File: src/rtl/sdr_ctrl_pkg.sv
package sdr_ctrl_pkg;

  // bit order {cs_n, ras_n, cas_n, we_n}
  typedef enum logic [3:0] {
    CMD_MRS = 4'b0000,
    CMD_REF = 4'b0001,
    CMD_PRE = 4'b0010,
    CMD_ACT = 4'b0011,
    CMD_WR  = 4'b0100,
    CMD_RD  = 4'b0101,
    CMD_BST = 4'b0110,
    CMD_NOP = 4'b0111
  } sdr_cmd_e;

  typedef enum logic [3:0] {
    S_PWR, S_WAIT, S_IPRE, S_IREF1, S_IREF2, S_IMRS, S_IDLE, S_RCD, S_REF
  } sdr_state_e;

  function automatic int max2(int a, int b);
    return (a > b) ? a : b;
  endfunction

  // counter preload for a wait state: spacing between issues = max(t,2)
  function automatic int wait_load(int t);
    return (t >= 2) ? t - 2 : 0;
  endfunction

  // cycles from activate until the same bank may be activated again
  function automatic int reopen_cycles(int trc, int tras, int trcd, int trdl, int trp);
    return max2(max2(trc, tras + trp), trcd + 1 + trdl + trp);
  endfunction

  // mode word: latency in [6:4], sequential order, burst of one
  function automatic logic [11:0] mode_word(int cl);
    logic [11:0] w;
    w      = '0;
    w[6:4] = 3'(cl);
    return w;
  endfunction

endpackage

File: src/rtl/sdr_gap_timer.sv
module sdr_gap_timer #(
  parameter int CW = 4
) (
  input  logic          clk,
  input  logic          rst_n,
  input  logic          load,
  input  logic [CW-1:0] load_val,
  output logic          idle
);
  logic [CW-1:0] cnt;

  always_ff @(posedge clk or negedge rst_n) begin
    if (!rst_n)          cnt <= '0;
    else if (load)       cnt <= load_val;
    else if (cnt != '0)  cnt <= cnt - 1'b1;
  end

  assign idle = (cnt == '0);

  // R7 (bank windows) and R8 (activate spacing): never re-armed while running
  assert_reload_idle_R7: assert property (@(posedge clk) disable iff (!rst_n)
    load |-> idle) else $error("gap timer reloaded while busy");

endmodule

File: src/rtl/sdr_refresh_timer.sv
module sdr_refresh_timer #(
  parameter int REFI = 1562
) (
  input  logic clk,
  input  logic rst_n,
  input  logic enable,
  input  logic ack,
  output logic pending
);
  localparam int TW = $clog2(REFI);
  logic [TW-1:0] cnt;
  logic          tick;

  assign tick = enable && (cnt == '0);

  always_ff @(posedge clk or negedge rst_n) begin
    if (!rst_n) begin
      cnt     <= TW'(REFI - 1);
      pending <= 1'b0;
    end else begin
      if (enable) cnt <= (cnt == '0) ? TW'(REFI - 1) : cnt - 1'b1;
      if (tick)     pending <= 1'b1;
      else if (ack) pending <= 1'b0;
    end
  end

  assert_ack_needs_pending_R10: assert property (@(posedge clk) disable iff (!rst_n)
    ack |-> pending) else $error("refresh acknowledged with none pending");

  assert_ack_clears_R10: assert property (@(posedge clk) disable iff (!rst_n)
    (ack && !tick) |=> !pending) else $error("refresh request not cleared");

endmodule

File: src/rtl/sdram_cmd_ctrl.sv
module sdram_cmd_ctrl
  import sdr_ctrl_pkg::*;
#(
  parameter int BANKS       = 4,
  parameter int ADDR_W      = 12,
  parameter int COL_W       = 8,
  parameter int CAS_LAT     = 3,
  parameter int T_RCD       = 2,
  parameter int T_RP        = 2,
  parameter int T_RRD       = 2,
  parameter int T_RAS       = 5,
  parameter int T_RC        = 7,
  parameter int T_RDL       = 1,
  parameter int T_MRD       = 2,
  parameter int REFI        = 1562,
  parameter int INIT_CYCLES = 20000
) (
  input  logic                      clk,
  input  logic                      rst_n,
  input  logic                      req_valid,
  output logic                      req_ready,
  input  logic                      req_write,
  input  logic [$clog2(BANKS)-1:0]  req_bank,
  input  logic [ADDR_W-1:0]         req_row,
  input  logic [COL_W-1:0]          req_col,
  output logic                      sd_cke,
  output logic                      sd_cs_n,
  output logic                      sd_ras_n,
  output logic                      sd_cas_n,
  output logic                      sd_we_n,
  output logic [$clog2(BANKS)-1:0]  sd_ba,
  output logic [ADDR_W-1:0]         sd_addr
);
  localparam int BA_W    = $clog2(BANKS);
  localparam int AP_BIT  = 10;
  localparam int REOPEN  = reopen_cycles(T_RC, T_RAS, T_RCD, T_RDL, T_RP);
  localparam int CNT_MAX = max2(max2(INIT_CYCLES, T_RC), max2(max2(T_RP, T_MRD), T_RCD));
  localparam int CW      = $clog2(CNT_MAX + 1);
  localparam int BW      = $clog2(REOPEN + 1);
  localparam int RW      = $clog2(T_RRD + 1);

  sdr_state_e          st, st_n, ret, ret_n;
  logic [CW-1:0]       cnt, cnt_n;
  sdr_cmd_e            cmd_q, cmd_n;
  logic [BA_W-1:0]     ba_q, ba_n;
  logic [ADDR_W-1:0]   addr_q, addr_n;
  logic                cke_q, init_done;
  logic [BA_W-1:0]     hold_bank;
  logic [COL_W-1:0]    hold_col;
  logic                hold_wr;

  // named internal events
  logic                act_fire, ref_fire, mrs_fire, pre_all_fire;
  logic [BANKS-1:0]    bank_idle;
  logic                all_idle, rrd_idle, ref_pend;

  assign all_idle  = &bank_idle;
  assign req_ready = (st == S_IDLE) && !ref_pend && bank_idle[req_bank] && rrd_idle;

  for (genvar b = 0; b < BANKS; b++) begin : g_bank
    sdr_gap_timer #(.CW(BW)) u_bank_gap (
      .clk      (clk),
      .rst_n    (rst_n),
      .load     (act_fire && (req_bank == BA_W'(b))),
      .load_val (BW'(REOPEN - 1)),
      .idle     (bank_idle[b])
    );
  end

  sdr_gap_timer #(.CW(RW)) u_rrd_gap (
    .clk      (clk),
    .rst_n    (rst_n),
    .load     (act_fire),
    .load_val (RW'(T_RRD - 1)),
    .idle     (rrd_idle)
  );

  sdr_refresh_timer #(.REFI(REFI)) u_refi (
    .clk     (clk),
    .rst_n   (rst_n),
    .enable  (init_done),
    .ack     (ref_fire),
    .pending (ref_pend)
  );

  always_comb begin
    st_n         = st;
    ret_n        = ret;
    cnt_n        = (cnt != '0) ? cnt - 1'b1 : cnt;
    cmd_n        = CMD_NOP;
    ba_n         = '0;
    addr_n       = '0;
    act_fire     = 1'b0;
    ref_fire     = 1'b0;
    mrs_fire     = 1'b0;
    pre_all_fire = 1'b0;
    case (st)
      S_PWR: if (cnt == '0) begin
        st_n  = S_WAIT;
        cnt_n = '0;
        ret_n = S_IPRE;
      end
      S_WAIT: if (cnt == '0) st_n = ret;
      S_IPRE: begin
        cmd_n          = CMD_PRE;
        addr_n[AP_BIT] = 1'b1;
        pre_all_fire   = 1'b1;
        st_n           = S_WAIT;
        cnt_n          = CW'(wait_load(T_RP));
        ret_n          = S_IREF1;
      end
      S_IREF1, S_IREF2: begin
        cmd_n = CMD_REF;
        st_n  = S_WAIT;
        cnt_n = CW'(wait_load(T_RC));
        ret_n = (st == S_IREF1) ? S_IREF2 : S_IMRS;
      end
      S_IMRS: begin
        cmd_n    = CMD_MRS;
        addr_n   = ADDR_W'(mode_word(CAS_LAT));
        mrs_fire = 1'b1;
        st_n     = S_WAIT;
        cnt_n    = CW'(wait_load(T_MRD));
        ret_n    = S_IDLE;
      end
      S_IDLE: begin
        if (ref_pend) begin
          if (all_idle) begin
            cmd_n          = CMD_PRE;
            addr_n[AP_BIT] = 1'b1;
            pre_all_fire   = 1'b1;
            st_n           = S_WAIT;
            cnt_n          = CW'(wait_load(T_RP));
            ret_n          = S_REF;
          end
        end else if (req_valid && req_ready) begin
          cmd_n    = CMD_ACT;
          ba_n     = req_bank;
          addr_n   = req_row;
          act_fire = 1'b1;
          st_n     = S_RCD;
          cnt_n    = CW'(T_RCD - 1);
        end
      end
      S_RCD: if (cnt == '0) begin
        cmd_n          = hold_wr ? CMD_WR : CMD_RD;
        ba_n           = hold_bank;
        addr_n         = {{(ADDR_W-COL_W){1'b0}}, hold_col};
        addr_n[AP_BIT] = 1'b1;
        st_n           = S_IDLE;
      end
      S_REF: begin
        cmd_n    = CMD_REF;
        ref_fire = 1'b1;
        st_n     = S_WAIT;
        cnt_n    = CW'(wait_load(T_RC));
        ret_n    = S_IDLE;
      end
      default: st_n = S_IDLE;
    endcase
  end

  always_ff @(posedge clk or negedge rst_n) begin
    if (!rst_n) begin
      st        <= S_PWR;
      ret       <= S_IDLE;
      cnt       <= CW'(INIT_CYCLES - 1);
      cmd_q     <= CMD_NOP;
      ba_q      <= '0;
      addr_q    <= '0;
      cke_q     <= 1'b0;
      init_done <= 1'b0;
      hold_bank <= '0;
      hold_col  <= '0;
      hold_wr   <= 1'b0;
    end else begin
      st        <= st_n;
      ret       <= ret_n;
      cnt       <= cnt_n;
      cmd_q     <= cmd_n;
      ba_q      <= ba_n;
      addr_q    <= addr_n;
      cke_q     <= (st_n != S_PWR);
      init_done <= init_done | mrs_fire;
      if (act_fire) begin
        hold_bank <= req_bank;
        hold_col  <= req_col;
        hold_wr   <= req_write;
      end
    end
  end

  assign sd_cke   = cke_q;
  assign sd_cs_n  = cmd_q[3];
  assign sd_ras_n = cmd_q[2];
  assign sd_cas_n = cmd_q[1];
  assign sd_we_n  = cmd_q[0];
  assign sd_ba    = ba_q;
  assign sd_addr  = addr_q;

  assert_cke_lead_R2: assert property (@(posedge clk) disable iff (!rst_n)
    (cmd_q != CMD_NOP) |-> (cke_q && $past(cke_q))) else $error("command without clock enable lead");

  assert_mrs_banks_closed_R4: assert property (@(posedge clk) disable iff (!rst_n)
    mrs_fire |-> all_idle) else $error("mode set with a bank busy");

  assert_act_bank_free_R7: assert property (@(posedge clk) disable iff (!rst_n)
    act_fire |-> bank_idle[req_bank]) else $error("activate to busy bank");

  assert_act_spacing_R8: assert property (@(posedge clk) disable iff (!rst_n)
    act_fire |-> rrd_idle) else $error("activate spacing violated");

  assert_ref_banks_closed_R9: assert property (@(posedge clk) disable iff (!rst_n)
    ref_fire |-> all_idle) else $error("refresh with a bank busy");

  assert_col_autopre_R6: assert property (@(posedge clk) disable iff (!rst_n)
    (cmd_q == CMD_RD || cmd_q == CMD_WR) |-> addr_q[AP_BIT]) else $error("column command without auto-precharge");

  assert_no_accept_in_refresh_R10: assert property (@(posedge clk) disable iff (!rst_n)
    (pre_all_fire || ref_fire) |-> !act_fire) else $error("activate during refresh");

endmodule

File: config.mk
export PLATFORM = sky130hd
export DESIGN_NAME = sdram_cmd_ctrl
export DESIGN_NICKNAME = d
export VERILOG_FILES = /design/src/rtl/sdr_ctrl_pkg.sv /design/src/rtl/sdr_gap_timer.sv /design/src/rtl/sdr_refresh_timer.sv /design/src/rtl/sdram_cmd_ctrl.sv
export SDC_FILE = /design/constraint.sdc
export NUM_CORES = 1
export LEC_CHECK = 0
export BUFFER_PORTS_ARGS = -buffer_cell sky130_fd_sc_hd__buf_2
export CORE_MARGIN = 2
export CORE_UTILIZATION = 50
export DETAILED_ROUTE_END_ITERATION = 7
export PLACE_DENSITY = 0.74
export SYNTH_ARGS = -nofsm -noshare
export SYNTH_HDL_FRONTEND = slang
export SYNTH_SLANG_ARGS = --single-unit
File: constraint.sdc
create_clock -name clk -period 2.7 [get_ports clk]
set_input_delay 0 -clock clk [delete_from_list [all_inputs] [get_ports clk]]
set_output_delay 0 -clock clk [all_outputs]
set_load 0.01 [all_outputs]
# ---- Word level (Yosys, flattened, before mapping)
# Index checks and enable logic that the tools add are counted.
dict set report classes {
  eq_ne 14
  bitwise 1
  add_sub_neg 7
  reduce_logical 40
  mux 57
  n_lt_le_gt_ge 1
}
# operator count
set op_table {}
lappend op_table {{$mux W15} 5}
lappend op_table {{$pmux W15 S4} 1}
lappend op_table {{$pmux W4 S5} 3}
lappend op_table {{$mux W4} 10}
lappend op_table {{$mux W3} 10}
lappend op_table {{$pmux W10 S3} 1}
lappend op_table {{$mux W11} 2}
lappend op_table {{$eq A4 B3 Y1 const B} 4}
lappend op_table {{$logic_not A15 Y1} 1}
lappend op_table {{$reduce_bool A15 Y1} 1}
lappend op_table {{$sub A15 B1 Y15 const B} 1}
lappend op_table {{$reduce_bool A2 Y1} 7}
lappend op_table {{$mux W1} 13}
lappend op_table {{$logic_not A3 Y1} 4}
lappend op_table {{$mux W12} 1}
lappend op_table {{$mux W2} 6}
lappend op_table {{$reduce_bool A3 Y1} 4}
lappend op_table {{$sub A3 B1 Y3 const B} 4}
lappend op_table {{$logic_not A11 Y1} 1}
lappend op_table {{$sub A11 B1 Y11 const B} 1}
lappend op_table {{$mux W10} 1}
lappend op_table {{$logic_and A1 B1 Y1} 9}
lappend op_table {{$eq A4 B2 Y1 const B} 2}
lappend op_table {{$reduce_and A4 Y1} 2}
lappend op_table {{21 further kinds} 26}
dict set report word_totals {
  ff_bits 80
  word_cells 138
  in_bits 26
  output_inout_bits 20
}

# ---- Longest topological paths before layout
dict set report depth {
  depth_word 11
  ltp_mapped 9
  ltp_nobuf 8
}

# ---- Modules after synthesis
# From an unflattened synthesis, not the netlist that was laid out.
dict set report unflattened {
  cells_unflattened 403
  hier_area_um2 4227.8
}
# module seq_area_each_um2 cells_per_inst n_inst area_each_um2
set modules_own_cells {}
lappend modules_own_cells {sdram_cmd_ctrl 1343.8 245 1 2656.3}
lappend modules_own_cells {{sdr_gap_timer at g_bank[0].u_bank_gap ...} 75.1 21 4 201.4}
lappend modules_own_cells {sdr_refresh_timer 306.5 62 1 651.9}
lappend modules_own_cells {{sdr_gap_timer at u_rrd_gap} 50.0 12 1 113.9}

# ---- Least setup slack after synthesis
# No wires, ideal clock.
dict set report synth_timing {
  path_type {flip-flop to flip-flop}
  startpoint {register cnt[0]}
  endpoint {register ret[2]}
  t_arrival_ns 2.172
  synth_period_minus_slack_ns 2.256
  t_required_ns 2.617
  slack_ns 0.444
  n_path_buf 0
  path_stages_with_launch 8
  setup_ns 0.083
  cell_sequence {dfstp_2 -> inv_1 -> ha_1 -> or4b_1 -> nor4_4 -> o21ai_2 -> or2_1 -> a221o_1}
}
dict set report synth_between {
  elab_chain_cells 3
}
# item line
set synth_lines {}
lappend synth_lines {{from (decl)} sdram_cmd_ctrl.sv:43} ;# logic [CW-1:0] cnt, cnt_n;
lappend synth_lines {{from (signal assigned)} sdram_cmd_ctrl.sv:167} ;# cnt <= CW'(INIT_CYCLES - 1);
lappend synth_lines {{from (signal assigned)} sdram_cmd_ctrl.sv:179} ;# cnt <= cnt_n;
lappend synth_lines {{$logic_not A15 Y1} sdram_cmd_ctrl.sv:98} ;# S_PWR: if (cnt == '0) begin
lappend synth_lines {{$ne A2 B2 Y1 (no source line)} n/a}
lappend synth_lines {{$reduce_and A4 Y1 (no source line)} n/a}
lappend synth_lines {{to (signal assigned)} sdram_cmd_ctrl.sv:178} ;# ret <= ret_n;
lappend synth_lines {{to (decl)} sdram_cmd_ctrl.sv:42} ;# sdr_state_e st, st_n, ret, ret_n;
# Every way passes these cells.
# A chain may end at the register's enable or synchronous reset.

# ---- Worst setup path in the final report
# Ends and elaborated chain as after synthesis.

==> flow_summary.json <==
{
  "cts_sinks": 79,
  "die_y_um": 91.8,
  "viasPerCell": 5.38,
  "layout_common_cells": "60 x dfrtp_1, 56 x nand2_1, 43 x buf_2",
  "hold_slack_ps": 198,
  "final_area_um2": 4700,
  "dp_cells": 527,
  "top_level_ports": 46,
  "layout.cells.most_common": "dfrtp_1",
  "antenna_found_initial": 0,
  "antenna_cells": 0,
  "synth-warning-count": 0,
  "end_kind": "flip-flop",
  "worst_pin_slew_ps": 954,
  "wl_mm": 8.31,
  "ant_nets": 0,
  "dr.pass1.iters": 5,
  "avgRoutedWirePerCell_um": 14.6,
  "gp_congestion": 0.809,
  "ff2ff_path_depth": 9,
  "drtIter0Drc": 181,
  "core_area_um2": 7610,
  "globalRouteOverflowTotal": 0,
  "cap_violations": 0,
  "syn_area_per_cell_um2": 9.99,
  "die_w_um": 91.8,
  "tns_ps": 0,
  "drv_slew": 0,
  "synth-seq-cells": 79,
  "cts_tree": "built",
  "drive_gt1_share_pct": 21.7,
  "vdd_drop_max_uv": 582,
  "power_density_nw_per_um2": 914,
  "syn_nets": 425,
  "rsz0062_at_grt": "false",
  "hold_depth": 4,
  "post-route-util_pct": 61.8,
  "track_usage_pct": 21.4,
  "cts_buffer_depth": 2,
  "r2r_slack_ps": 160,
  "synth_area_leader_cell": "dfrtp_1",
  "min_period_ps": 2540,
  "htree_levels": 3,
  "ys_seq_area_share_pct": 51.9,
  "fmax_mhz": 394,
  "grt_max_degree": 80,
  "total_power_mw": 4.30,
  "hold_start": "req_valid",
  "fin_cells": 571,
  "cp_data_arrival_time_ps": 2820,
  "synth_edf_count": 0,
  "syn_area_um2": 3860,
  "regArea_um2": 2000,
  "die_area_um2": 8430,
  "fin_nets": 503,
  "cts_made_buffers": 9,
  "fillers": 616,
  "grt_pass1_wl_mm": 14.2,
  "synth_ff_type": "dfrtp_1",
  "start_util_pct": 50.7,
  "cts-root-buf": "clkbuf_8",
  "yosys-top-cells-area": "dfrtp_1 39%, dfstp_2 13%, nand2_1 5.4%",
  "drc": 0,
  "p_leak_nw": 2.19,
  "io_buffers": 44,
  "worstPathRequired_ps": 2990,
  "worstSetupPathType": "flip-flop to flip-flop",
  "dpl_cell_area_um2": 4220,
  "cp_max_fo": 7,
  "setup_viol": 0,
  "whs_endpoint": "g_bank[0].u_bank_gap.cnt[0]$_DFFE_PN0P_",
  "async_flop_share_pct": 100,
  "rr_endpoint": "ret[2]$_DFFE_PN1P_",
  "critPathLaunchType": "flip-flop",
  "clk_latency_ps": 360,
  "yosysUniqueCellTypes": 56,
  "synthDominantCellAreaShare_pct": 38.9,
  "dp_hpwl_mm": 5.50,
  "fin_crit_sh_pct": 94.0,
  "r2r-start": "cnt[0]$_DFF_PN1_",
  "vias": 3071,
  "status": "finished, final reports clean",
  "hold_violations": 0,
  "area_delta_synth_final_pct": 21.8,
  "multiInputGateArea_um2": 1720,
  "grt_pass1_vias": 3054,
  "clkTransAtPathRegs_ps": 80,
  "row_count": 32,
  "fin_ws_ps": 162,
  "dp_slack_ps": 158,
  "synthCells": 386,
  "cts_resized": 0,
  "finClkSkew_ps": 9.18,
  "worst_hold_path_type": "input port to flip-flop",
  "slew_headroom_pct": 36.4
}
[what timing repair did]
item	4_1_cts	5_1_grt
hold endpoints to repair	89	0
buffers inserted	0	3
hold buffers	25	0
setup endpoints to repair	0	3
[state kept, by name, summed over array words and instances, names as in the netlist]
| register | flops |
|---|---|
| hold_wr | 1 |
| hold_col | 8 |
| st | 4 |
| ret | 4 |
| sd_addr | 12 |
| sd_ba | 2 |
| hold_bank | 2 |
| u_rrd_gap.cnt | 2 |
| u_refi.pending | 1 |
| g_bank.u_bank_gap.cnt | 12 |
| sd_cke | 1 |
| cnt | 15 |
| init_done | 1 |
| u_refi.cnt | 11 |
| cmd_q | 3 |
[cell families (layout without fill, tap and decap cells)]
| kind of cell | after synthesis | in the layout | share of synthesized area [%] |
|---|---|---|---|
| AO/OA/AOI/OAI | 57 | 57 | 10.4 |
| XOR/XNOR | 22 | 22 | 5.00 |
| adder cells (fa/ha/maj) | 13 | 13 | 4.22 |
| buffers and inverters | 35 | 118 | 3.66 |
| flip-flops | 79 | 79 | 51.9 |
| multiplexers | 11 | 11 | 3.28 |
| other | 1 | 1 | 0.0972 |
| AND/OR/NAND/NOR | 168 | 168 | 21.5 |
[worst max-delay path, cell delays in order, from the launching register on]
cell and delay [ps]:
dfstp_2 390, inv_1 100, ha_1 190, or4b_1 550, nor4_4 310, buf_4 190, buf_4 120, o21ai_2 60
or2_1 270, a221o_1 290
[synth_stat cells, types with 6 or more instances]
| master | count |
|---|---|
| dfrtp_1 | 60 |
| nand2_1 | 56 |
| nor2_1 | 42 |
| dfstp_2 | 19 |
| inv_1 | 19 |
| xnor2_1 | 17 |
| ha_1 | 13 |
| nor3_1 | 12 |
| clkbuf_1 | 11 |
| o21ai_0 | 11 |
| a21oi_1 | 10 |
| nor4_1 | 9 |
| nor2b_1 | 8 |
| and2_1 | 7 |
| mux2i_1 | 7 |
| a22o_1 | 6 |
[metal layers]
layer	vias up	part of all wire [%]	GRT usage, %
li1	1484	-	-
met1	1505	45	27.1
met2	72	49	35.9
met3	10	4.5	4.85
met4	0	1.7	7.84
met5	-	0	0
[area by class of cell]
class,instances,area share [%]
Multi-Input combinational cell,272,36.5
Clock inverter,6,1.44
Tap cell,102,2.72
Clock buffer,10,2.93
Sequential cell,79,42.6
Timing Repair Buffer,83,12.3
Inverter,19,1.52
[worst max-delay path by stage]
stage	from	endpoint	slack [ps]	cells after the start
3_5_place_dp	cnt[0]$_DFF_PN1_	sd_addr[5]$_DFF_PN0_	160	9
2_1_floorplan	cnt[0]$_DFF_PN1_	ret[2]$_DFFE_PN1P_	440	7
3_3_place_gp	cnt[0]$_DFF_PN1_	sd_addr[5]$_DFF_PN0_	240	9
4_1_cts	cnt[0]$_DFF_PN1_	sd_addr[5]$_DFF_PN0_	140	9
5_1_grt	st[2]$_DFF_PN0_	g_bank[3].u_bank_gap.cnt[0]$_DFFE_PN0P_	3	5
6_report	cnt[0]$_DFF_PN1_	ret[2]$_DFFE_PN1P_	160	9
[power by group]
part | switching (mW) | internal [mW] | total [mW]
Clock | 0.453 | 0.455 | 0.908
Sequential | 0.250 | 1.57 | 1.82
Combinational | 0.833 | 0.737 | 1.57
(Power assumes the default switching activity.)
